File: src/rtl/pd_pkg.sv
package pd_pkg;

   typedef enum logic [1:0] {
      CLS_ALU    = 2'b00,
      CLS_MEM    = 2'b01,
      CLS_BRANCH = 2'b10,
      CLS_MAC    = 2'b11
   } op_cls_e;

   typedef enum logic [1:0] {
      FMT_LONG = 2'b00,
      FMT_SEQ  = 2'b01,
      FMT_PAR  = 2'b10
   } word_fmt_e;

   // pipe field encoding: 0 selects pipeline 1, 1 selects pipeline 2
   localparam logic PIPE_ONE = 1'b0;
   localparam logic PIPE_TWO = 1'b1;

   function automatic logic only_pipe_one(op_cls_e c);
      return (c == CLS_MEM) || (c == CLS_BRANCH);
   endfunction

   function automatic logic only_pipe_two(op_cls_e c);
      return (c == CLS_MAC);
   endfunction

endpackage

File: src/rtl/pd_format.sv
module pd_format
   import pd_pkg::*;
#(
   parameter int HALF_W = 16
) (
   input  logic [2*HALF_W-1:0] word,
   output word_fmt_e           fmt,
   output logic [HALF_W-1:0]   hw_old,
   output logic [HALF_W-1:0]   hw_young
);
   localparam int WORD_W = 2 * HALF_W;

   assign hw_old   = word[WORD_W-1:HALF_W];
   assign hw_young = word[HALF_W-1:0];

   always_comb begin
      if (word[WORD_W-1])
         fmt = FMT_LONG;
      else if (word[HALF_W-1])
         fmt = FMT_PAR;
      else
         fmt = FMT_SEQ;
   end

endmodule

File: src/rtl/pd_route.sv
module pd_route
   import pd_pkg::*;
#(
   parameter bit LONE_ALU_PIPE = 1'b0
) (
   input  op_cls_e cls_old,
   input  op_cls_e cls_young,
   output logic    pair_ok,
   output logic    pair_pipe_old,
   output logic    pair_pipe_young,
   output logic    lone_pipe_old,
   output logic    lone_pipe_young
);
   logic alu_default;
   logic one_old, one_young, two_old, two_young;

   generate
      if (LONE_ALU_PIPE == 1'b0) begin : g_alu_p1
         assign alu_default = PIPE_ONE;
      end else begin : g_alu_p2
         assign alu_default = PIPE_TWO;
      end
   endgenerate

   assign one_old   = only_pipe_one(cls_old);
   assign one_young = only_pipe_one(cls_young);
   assign two_old   = only_pipe_two(cls_old);
   assign two_young = only_pipe_two(cls_young);

   assign pair_ok = !(one_old && one_young) && !(two_old && two_young);

   always_comb begin
      if (two_old || (!one_old && one_young))
         pair_pipe_old = PIPE_TWO;
      else
         pair_pipe_old = PIPE_ONE;
      pair_pipe_young = ~pair_pipe_old;
   end

   assign lone_pipe_old   = two_old   ? PIPE_TWO : (one_old   ? PIPE_ONE : alu_default);
   assign lone_pipe_young = two_young ? PIPE_TWO : (one_young ? PIPE_ONE : alu_default);

endmodule

File: src/rtl/pd_phase.sv
module pd_phase (
   input  logic clk,
   input  logic rst_n,
   input  logic accept,
   input  logic finish,
   output logic pend_q
);
   always_ff @(posedge clk or negedge rst_n) begin
      if (!rst_n)
         pend_q <= 1'b0;
      else if (accept)
         pend_q <= !finish;
   end
endmodule

File: src/rtl/pair_dispatch.sv
module pair_dispatch
   import pd_pkg::*;
#(
   parameter int HALF_W        = 16,
   parameter bit LONE_ALU_PIPE = 1'b0
) (
   input  logic                clk,
   input  logic                rst_n,
   input  logic                q_valid,
   input  logic [2*HALF_W-1:0] q_word,
   input  logic [1:0]          q_cls_a,
   input  logic [1:0]          q_cls_b,
   input  logic                dn_ready,
   output logic                q_advance,
   output logic                s0_valid,
   output logic                s0_pipe,
   output logic [2*HALF_W-1:0] s0_insn,
   output logic                s1_valid,
   output logic                s1_pipe,
   output logic [2*HALF_W-1:0] s1_insn
);
   localparam int WORD_W = 2 * HALF_W;

   generate
      if (HALF_W < 2) begin : g_bad_width
         $error("pair_dispatch: HALF_W must be at least 2");
      end
   endgenerate

   word_fmt_e         fmt;
   logic [HALF_W-1:0] hw_old, hw_young;
   logic              pair_ok, pp_old, pp_young, lp_old, lp_young;
   logic              pend_q, accept, finish;

   pd_format #(.HALF_W(HALF_W)) u_fmt (
      .word    (q_word),
      .fmt     (fmt),
      .hw_old  (hw_old),
      .hw_young(hw_young)
   );

   pd_route #(.LONE_ALU_PIPE(LONE_ALU_PIPE)) u_route (
      .cls_old        (op_cls_e'(q_cls_a)),
      .cls_young      (op_cls_e'(q_cls_b)),
      .pair_ok        (pair_ok),
      .pair_pipe_old  (pp_old),
      .pair_pipe_young(pp_young),
      .lone_pipe_old  (lp_old),
      .lone_pipe_young(lp_young)
   );

   pd_phase u_phase (
      .clk   (clk),
      .rst_n (rst_n),
      .accept(accept),
      .finish(finish),
      .pend_q(pend_q)
   );

   assign accept    = q_valid && dn_ready;
   assign q_advance = accept && finish;

   always_comb begin
      finish   = 1'b0;
      s0_valid = 1'b0;
      s0_pipe  = 1'b0;
      s0_insn  = '0;
      s1_valid = 1'b0;
      s1_pipe  = 1'b0;
      s1_insn  = '0;
      if (q_valid) begin
         s0_valid = 1'b1;
         if (pend_q) begin
            s0_insn = {{HALF_W{1'b0}}, hw_young};
            s0_pipe = lp_young;
            finish  = 1'b1;
         end else begin
            unique case (fmt)
               FMT_LONG: begin
                  s0_insn = q_word;
                  s0_pipe = lp_old;
                  finish  = 1'b1;
               end
               FMT_PAR: begin
                  s0_insn = {{HALF_W{1'b0}}, hw_old};
                  if (pair_ok) begin
                     s0_pipe  = pp_old;
                     s1_valid = 1'b1;
                     s1_pipe  = pp_young;
                     s1_insn  = {{HALF_W{1'b0}}, hw_young};
                     finish   = 1'b1;
                  end else begin
                     s0_pipe = lp_old;
                  end
               end
               default: begin
                  s0_insn = {{HALF_W{1'b0}}, hw_old};
                  s0_pipe = lp_old;
               end
            endcase
         end
      end
   end

endmodule

File: config.mk
export PLATFORM = sky130hd
export DESIGN_NAME = pair_dispatch
export DESIGN_NICKNAME = d
export VERILOG_FILES = /design/src/rtl/pd_pkg.sv /design/src/rtl/pd_format.sv /design/src/rtl/pd_route.sv /design/src/rtl/pd_phase.sv /design/src/rtl/pair_dispatch.sv
export SDC_FILE = /design/constraint.sdc
export NUM_CORES = 1
export LEC_CHECK = 0
export BUFFER_PORTS_ARGS = -buffer_cell sky130_fd_sc_hd__buf_4
export CORE_MARGIN = 1
export CORE_UTILIZATION = 28
export DETAILED_ROUTE_END_ITERATION = 16
export HOLD_SLACK_MARGIN = 0.02
export PLACE_DENSITY = 0.76
export SLEW_MARGIN = 20
export SYNTH_ARGS = -nofsm -noshare
export SYNTH_HDL_FRONTEND = slang
export SYNTH_SLANG_ARGS = --single-unit
File: constraint.sdc
create_clock -name clk -period 1.3 [get_ports clk]
set_input_delay 0.13 -clock clk [delete_from_list [all_inputs] [get_ports clk]]
set_output_delay 0.13 -clock clk [all_outputs]
set_load 0.01 [all_outputs]
# After elaboration in Yosys (flattened, before gate mapping)
# Cells that the tools add are included.
# W data, S select, Z words.
[word_totals] wordCells=51 out_inout_bits=69 input_bits=40 ff_bits=1
[op_classes] n_reduce_logical=14 bitwise=1 n_mux=28 n_eq_ne=7
[ops] cell="$mux W32" n=3
[ops] cell="$mux W16" n=4
[ops] cell="$mux W1" n=18
[ops] cell="$eq A2 B2 Y1 const B" n=5
[ops] cell="$logic_and A1 B1 Y1" n=6
[ops] cell="$eq A2 B1 Y1 const B" n=2
[ops] cell="$logic_not A1 Y1" n=4
[ops] cell="$mux W2" n=2
[ops] cell="$logic_or A1 B1 Y1" n=3
[ops] cell="$logic_not A2 Y1" n=1
[ops] cell="$pmux W1 S2" n=1
[ops] cell="$not A1 Y1" n=1

# Longest topological paths before layout
# Gate-level depths: netlist of run 1.
[depth] ltp_word=11 mapped_depth=5 ltp_nobuf=4

# Cells and area by module
# From an unflattened synthesis of run 1, not the netlist that was laid out.
[unflattened] hier_cells=164 hier_area_um2=1152.4
[by_module_without_submodules] mod="pair_dispatch" area_each_um2=812.0 seq_area_each_um2=0.0 n_inst=1 cells_per_inst=121
[by_module_without_submodules] mod="pd_format" area_each_um2=252.7 seq_area_each_um2=0.0 n_inst=1 cells_per_inst=34
[by_module_without_submodules] mod="pd_route" area_each_um2=48.8 seq_area_each_um2=0.0 n_inst=1 cells_per_inst=6
[by_module_without_submodules] mod="pd_phase" area_each_um2=38.8 seq_area_each_um2=25.0 n_inst=1 cells_per_inst=3

# Least setup slack after synthesis of run 1
# No wires, ideal clock.
[synth_timing] kind="register to output" from="register u_phase.pend_q" to="output port s0_insn[10]" t_required_ps=1170 n_path_buf=1 slack_ps=-65 arrival_time_ps=1235 path_stages_with_launch=5 path_cell_list="dfrtp_1 -> nor2_1 -> buf_4 -> nand2_1 -> a21boi_0"
[synth_between] elab_chain_cells=2
[synth_lines] element="start, declared" line="pd_phase.sv:6" rtl="output logic pend_q"
[synth_lines] element="start signal, assigned" line="pd_phase.sv:12" rtl="pend_q <= !finish;"
[synth_lines] element="$mux W32" line="pair_dispatch.sv:73" rtl="if (pend_q) begin"
[synth_lines] element="$mux W32" line="pair_dispatch.sv:71" rtl="if (q_valid) begin"
[synth_lines] element="end, declared" line="pair_dispatch.sv:17" rtl="output logic [2*HALF_W-1:0] s0_insn,"
# No other way between the ends.

# Final worst setup path of run 1
[layout_timing] from="input port q_cls_b[0]" to="output port s1_insn[8]"
[layout_between] elab_chain_cells=9 word_cells_on_any_way=13 cone_classes="eq/ne: 3; mux: 4; reduce/logical: 6"
[layout_lines] element="start, declared" line="pair_dispatch.sv:12" rtl="input logic [1:0] q_cls_b,"
[layout_lines] element="$eq A2 B1 Y1 / $eq A2 B2 Y1 (equally long branches)" line="pd_pkg.sv:21" rtl="return (c == CLS_MEM) || (c == CLS_BRANCH);"
[layout_lines] element="$logic_or A1 B1 Y1" line="pd_pkg.sv:21"
[layout_lines] element="$logic_and A1 B1 Y1" line="pd_route.sv:30" rtl="assign pair_ok = !(one_old && one_young) && !(two_old && two_young);"
[layout_lines] element="$logic_not A1 Y1" line="pd_route.sv:30"
[layout_lines] element="$logic_and A1 B1 Y1 *" line="pd_route.sv:30"
[layout_lines] element="$mux W16 *" line="pair_dispatch.sv:86" rtl="if (pair_ok) begin"
[layout_lines] element="$mux W16 *" line="pair_dispatch.sv:78" rtl="unique case (fmt)"
[layout_lines] element="$mux W16 *" line="pair_dispatch.sv:73"
[layout_lines] element="$mux W16 *" line="pair_dispatch.sv:71"
[layout_lines] element="end, declared" line="pair_dispatch.sv:20" rtl="output logic [2*HALF_W-1:0] s1_insn"
# Mark *: on every way between the ends. The rest lies on a longest branch, timed or not.

==> out/metrics.csv, run 1 <==
metric;value;unit
core_area;2760;um^2
placementRows;19;
synth_seq_cells;1;
clkPwrFrac;0;%
insertion_delay;0;ps
fin_skew;0;ps
p_per_area;406;nW/um^2
worstHoldPathType;primary input to asynchronous set/reset pin;
postLayoutCellArea;1750;um^2
synth_top_area_cell;buf_4;
p_comb_share;94.6;%
num-nets-final;266;
post_drt_via_cell_ratio;4.43;
synthDistinctLibCells;25;
top_register;u_phase.pend_q;
setup_violations;30;
finalCriticalPeriod;1380;ps
ant_nets;0;
outcome;finished, violations left;
async_flop_share;100;%
p_int;408;uW
grt_usage;19.0;%
grt_pass1_vias;976;
drv_slew;0;
dp_hpwl;2290;um
violations;setup timing;
vias;1120;
ir_drop;0.383;mV
criticalPathCategory;primary input to primary output;
wirelength;3170;um
p_leak;0.000937;uW
io_pins;109;
grt_max_degree;13;
netlist_area;815;um^2
drc;0;
antenna_found_initial;0;
power_frac_seq;5.4;%
clock.fmax;726;MHz
reg_top3;u_phase.pend_q x1;
drtIter0Drc;23;
cp_data_arrival_time;1250;ps
p_sw;303;uW
die_y;55.9;um
diodes;0;
yosys_warnings;0;
drive_above_1_share;63.5;%
p_sw_share;42.6;%
fin_crit_sh;106;%
grt_pass1_wl;4790;um
grt_overflow;0;
first_pass_iters;4;
clkTransAtPathRegs;0;ps
ys_seq_area_share;3.07;%
rsz0062_at_grt;true;
hold_violations;0;
dieArea;3130;um^2
cap_violations;0;
synth_edf_count;0;
syn_inst;120;
gp_congestion;0.839;
post-place-ws;-204;ps
synth_top_area_share;17.5;%
synthTopCellsByArea;buf_4 (18%), nand2_1 (15%), a21boi_0 (14%), and2_2 (14%), and2_1 (12%);
dpl_cell_area;1520;um^2
portBuffers;92;
wl_per_cell;12.5;um
syn_avg_cell_area;6.79;um^2
cp-start-kind;primary input;
cp.required;1170;ps
die_w;55.9;um
largest_reg_flops;1;
synth_flop_cell;dfrtp_1;
setup_ws;-77.2;ps
start_util;29.5;%
area.growth.synth_to_final;115;%
cp_max_fo;10;
crit_path_end_kind;primary output;
## cell usage after synthesis, drive strengths merged, types with 2 or more instances
library cell,count
a221oi,2
nor2,2
a21boi,15
ha,2
nand2,32
buf,23
and2,30
## critical path: stages
cell      delay [ps]
buf_4            120
ha_4             260
a221oi_4         320
buf_6            180
and2_2           140
buf_4            110
## final timing paths
kind	start	endpoint	slack, ps	cells past startpoint
setup reg to reg	u_phase.pend_q	u_phase.pend_q	70	5
hold / removal	rst_n	u_phase.pend_q	450	2
min in group clk	dn_ready	u_phase.pend_q	540	3
setup / recovery	q_cls_b[0]	s1_insn[8]	-80	6
max in group asynchronous	rst_n	u_phase.pend_q	770	2
hold reg to reg	u_phase.pend_q	u_phase.pend_q	680	2
## per-layer routing
layer / GRT usage, % / part of all wire [%]
met1: 22.4 / 39
met2: 38.4 / 54
met3: 2.33 / 6.9
met4: 0 / 0
met5: 0 / 0
## metrics by stage
step                      hold slack (ps)  power (uW)  util [%]  cells  setup TNS [ps]
final                                 450         711      63.5    253           -1270
after CTS                             445         675      61.3    252           -1050
after floorplan                      -166         338         -    135            -464
after global routing                  467         764      63.5    253           -3110
after detailed placement            -93.9         595      55.1    246           -3860
after global placement              -93.8         592      55.1    246           -3490
## final cells by class
type	count	area [um^2]
Sequential cell	1	25.0
Tap cell	31	38.8
Timing Repair Buffer	110	918
Multi-Input combinational cell	111	769
Fill cell	251	1010
## cell families after synthesis
group           Yosys count  synth area share [%]
simple gates             71                  50.2
buf+inv                  24                  21.2
other cells               1                 0.460
fa+ha+maj                 2                  3.07
compound gates           21                  22.0
flops                     1                  3.07
## power groups by stage
| stage | logic [uW] | clock network, uW | registers (uW) |
|---|---|---|---|
| floorplan | 296 | 0 | 41.9 |
| detailed placement | 557 | 0 | 38.4 |
| CTS | 637 | 0 | 38.4 |
| global route | 725 | 0 | 38.9 |
| finish | 673 | 0 | 38.3 |
| global placement | 554 | 0 | 38.3 |
## cell usage in the layout (no fill, tap or decap), types with 5 or more instances in the layout
master     n
buf_4     85
nand2_1   32
buf_6     24
conb_1    16
and2_1    13
and2_2     9
and2_4     8
a21boi_0   8
a21boi_1   5
## what timing repair did
item | CTS | global route
hold buffers | 1 | 0
gates resized for setup | 37 | 16
pin swaps | 8 | 3
endpoints found under the setup margin | 49 | 45
gates cloned | 2 | 0
buffers inserted | 3 | 1
hold endpoints to repair | 1 | 0
Power figures use the tool's default switching activity.
==> run 2, diff against run 1 <==
--- a/config.mk
+++ b/config.mk
@@ -6,9 +6,11 @@
 export NUM_CORES = 1
 export LEC_CHECK = 0
 export BUFFER_PORTS_ARGS = -buffer_cell sky130_fd_sc_hd__buf_4
+export CORE_ASPECT_RATIO = 1.5
 export CORE_MARGIN = 1
 export CORE_UTILIZATION = 28
 export DETAILED_ROUTE_END_ITERATION = 16
+export GPL_TIMING_DRIVEN = 0
 export HOLD_SLACK_MARGIN = 0.02
 export PLACE_DENSITY = 0.76
 export SLEW_MARGIN = 20
==> run 2 against run 1 <==
The flow still finishes with violations (setup timing). Final area up 6.4%. Largest power group unchanged. Combinational power increased by 6.1%. Die area grew 0.14%. Sequential cell count stayed put. Sequential share of layout area shrank 0.085 points. Clock skew is the same. Critical path depth shrank 1. Fmax fell by 5.4%. Worst setup slack got worse by 79 ps. Sequential power is essentially flat. Final cell count up 9.1%. Via count rose by 7.4%.
==> out/metrics.csv, run 2 (synthesis results as in run 1) <==
metric;value;unit
power_frac_seq;5.1;%
cp-start-kind;flop;
regArea;25.0;um^2
insertion_delay;0;ps
drive_above_1_share;63.2;%
drv_slew;0;
cp.required;1170;ps
r2r-end;u_phase.pend_q;
first_pass_iters;4;
violations;setup timing;
startpoint;u_phase.pend_q;
dp_hpwl;2550;um
cp_slowest_cell;dfrtp_1;
grt_pass1_wl;4170;um
r2r_start;u_phase.pend_q;
ff2ff_setup_slack;100;ps
num-nets-final;283;
io_pins;109;
finish.utilization;68.9;%
fin_crit_sh;112;%
path_cells;nand4bb_4 > a221oi_4 > buf_6 > and2_4 > buf_6;
p_sw;302;uW
cap_violations;0;
area.growth.synth_to_final;129;%
fillers;245;
grt_overflow;0;
drtIter0Drc;19;
wirelength;3250;um
crit_path_end_kind;primary output;
slowest_delay;350;ps
dp.cells;264;
wl_per_cell;11.8;um
outcome;finished, violations left;
die_y;68.1;um
r2r_cells;5;
criticalPathCategory;flop to primary output;
p_sw_share;40.2;%
clkPwrFrac;0;%
drc;0;
ant_nets;0;
layout_common_cells;buf_4 (97), nand2_1 (31), buf_6 (27), conb_1 (16);
clkTransAtPathRegs;0;ps
die_w;46.0;um
finalNonFillerCells;276;
p_int;450;uW
diodes;0;
gp_congestion;0.739;
grt_usage;17.3;%
cpMostUsedCell;buf_6;
antenna_found_initial;0;
setup_tns;-3740;ps
start_util;30.1;%
grt_pass1_vias;963;
p_leak;0.00103;uW
finalCriticalPeriod;1460;ps
rsz0062_at_grt;true;
p_per_area;404;nW/um^2
clock.fmax;687;MHz
p_comb_share;94.9;%
core_area;2710;um^2
fin_skew;0;ps
placementRows;23;
vias;1203;
cp_max_fo;5;
mostFrequentLayoutCell;buf_4;
hold_violations;0;
cp_data_arrival_time;1330;ps
top_register;u_phase.pend_q;
ir_drop;0.344;mV
worstHoldPathType;primary input to asynchronous set/reset pin;
portBuffers;92;
reg_top3;u_phase.pend_q x1;
dieArea;3130;um^2
post_drt_via_cell_ratio;4.36;
setup_violations;41;
largest_reg_flops;1;
setup_ws;-156;ps
grt_max_degree;17;
multi_input_area;736;um^2
-- run 2: cell count changes in the layout (fill, tap and decap cells not counted), moves of 2 or more --
cell      change
and2_2        -9
and2_4        +7
a21boi_0      -7
a21boi_1      +8
buf_6         +3
buf_4        +12
and3b_2       -2
buf_2         +2
and2_1        +2
-- run 2: final cells by class --
| type | instances | area share, % |
|---|---|---|
| multi-input cells | 110 | 39.5 |
| plain buffers | 22 | 9.13 |
| flip-flops and latches | 1 | 1.34 |
| repair buffers | 106 | 47.5 |
| well taps | 37 | 2.48 |
-- run 2: how the worst max path moves through the flow --
stage          slack [ps]     endpoint
5_1_grt              -210   s1_insn[6]
2_1_floorplan         -50  s1_insn[10]
4_1_cts              -160   s1_insn[6]
6_report             -160   s1_insn[6]
3_3_place_gp         -350   s1_insn[6]
3_5_place_dp         -330   s1_insn[6]
-- run 2: power by group through the flow --
stage / sequential, uW / clock, uW / combinational [uW]
floorplan: 41.9 / 0 / 296
global placement: 43.2 / 0 / 566
detailed placement: 43.4 / 0 / 572
CTS: 41.0 / 0 / 641
global route: 38.7 / 0 / 767
finish: 38.4 / 0 / 714
-- run 2: what timing repair did --
item | in CTS | in global routing
buffers inserted | 6 | 4
setup endpoints to repair | 37 | 33
pin swaps | 10 | 10
resized for setup | 28 | 39
cloned | 0 | 3
hold endpoints to repair | 1 | 0
hold buffers | 1 | 0
-- run 2: critical path, delay by kind of cell, from the launching register on --
kind                   cells  cell delay (ps)
and+or+nand+nor            2              390
buffers and inverters      2              270
AOI/OAI and AO/OA          1              310
DFF                        1              350
-- run 2: per-stage QoR --
step,hold slack (ps),total power (uW),worst slack (ps),instance area [um^2]
6_report,463,753,-156,1860
5_1_grt,475,805,-214,1860
4_1_cts,447,682,-162,1750
3_5_place_dp,-93.3,615,-332,1610
3_3_place_gp,-93.9,610,-350,1610
2_1_floorplan,-166,338,-51.5,873
-- run 2: metal layers --
metal	wire, um	track usage (%)
met5	0	0
met4	0	0
met3	337	2.11
met2	1740	35.7
met1	1170	18.6
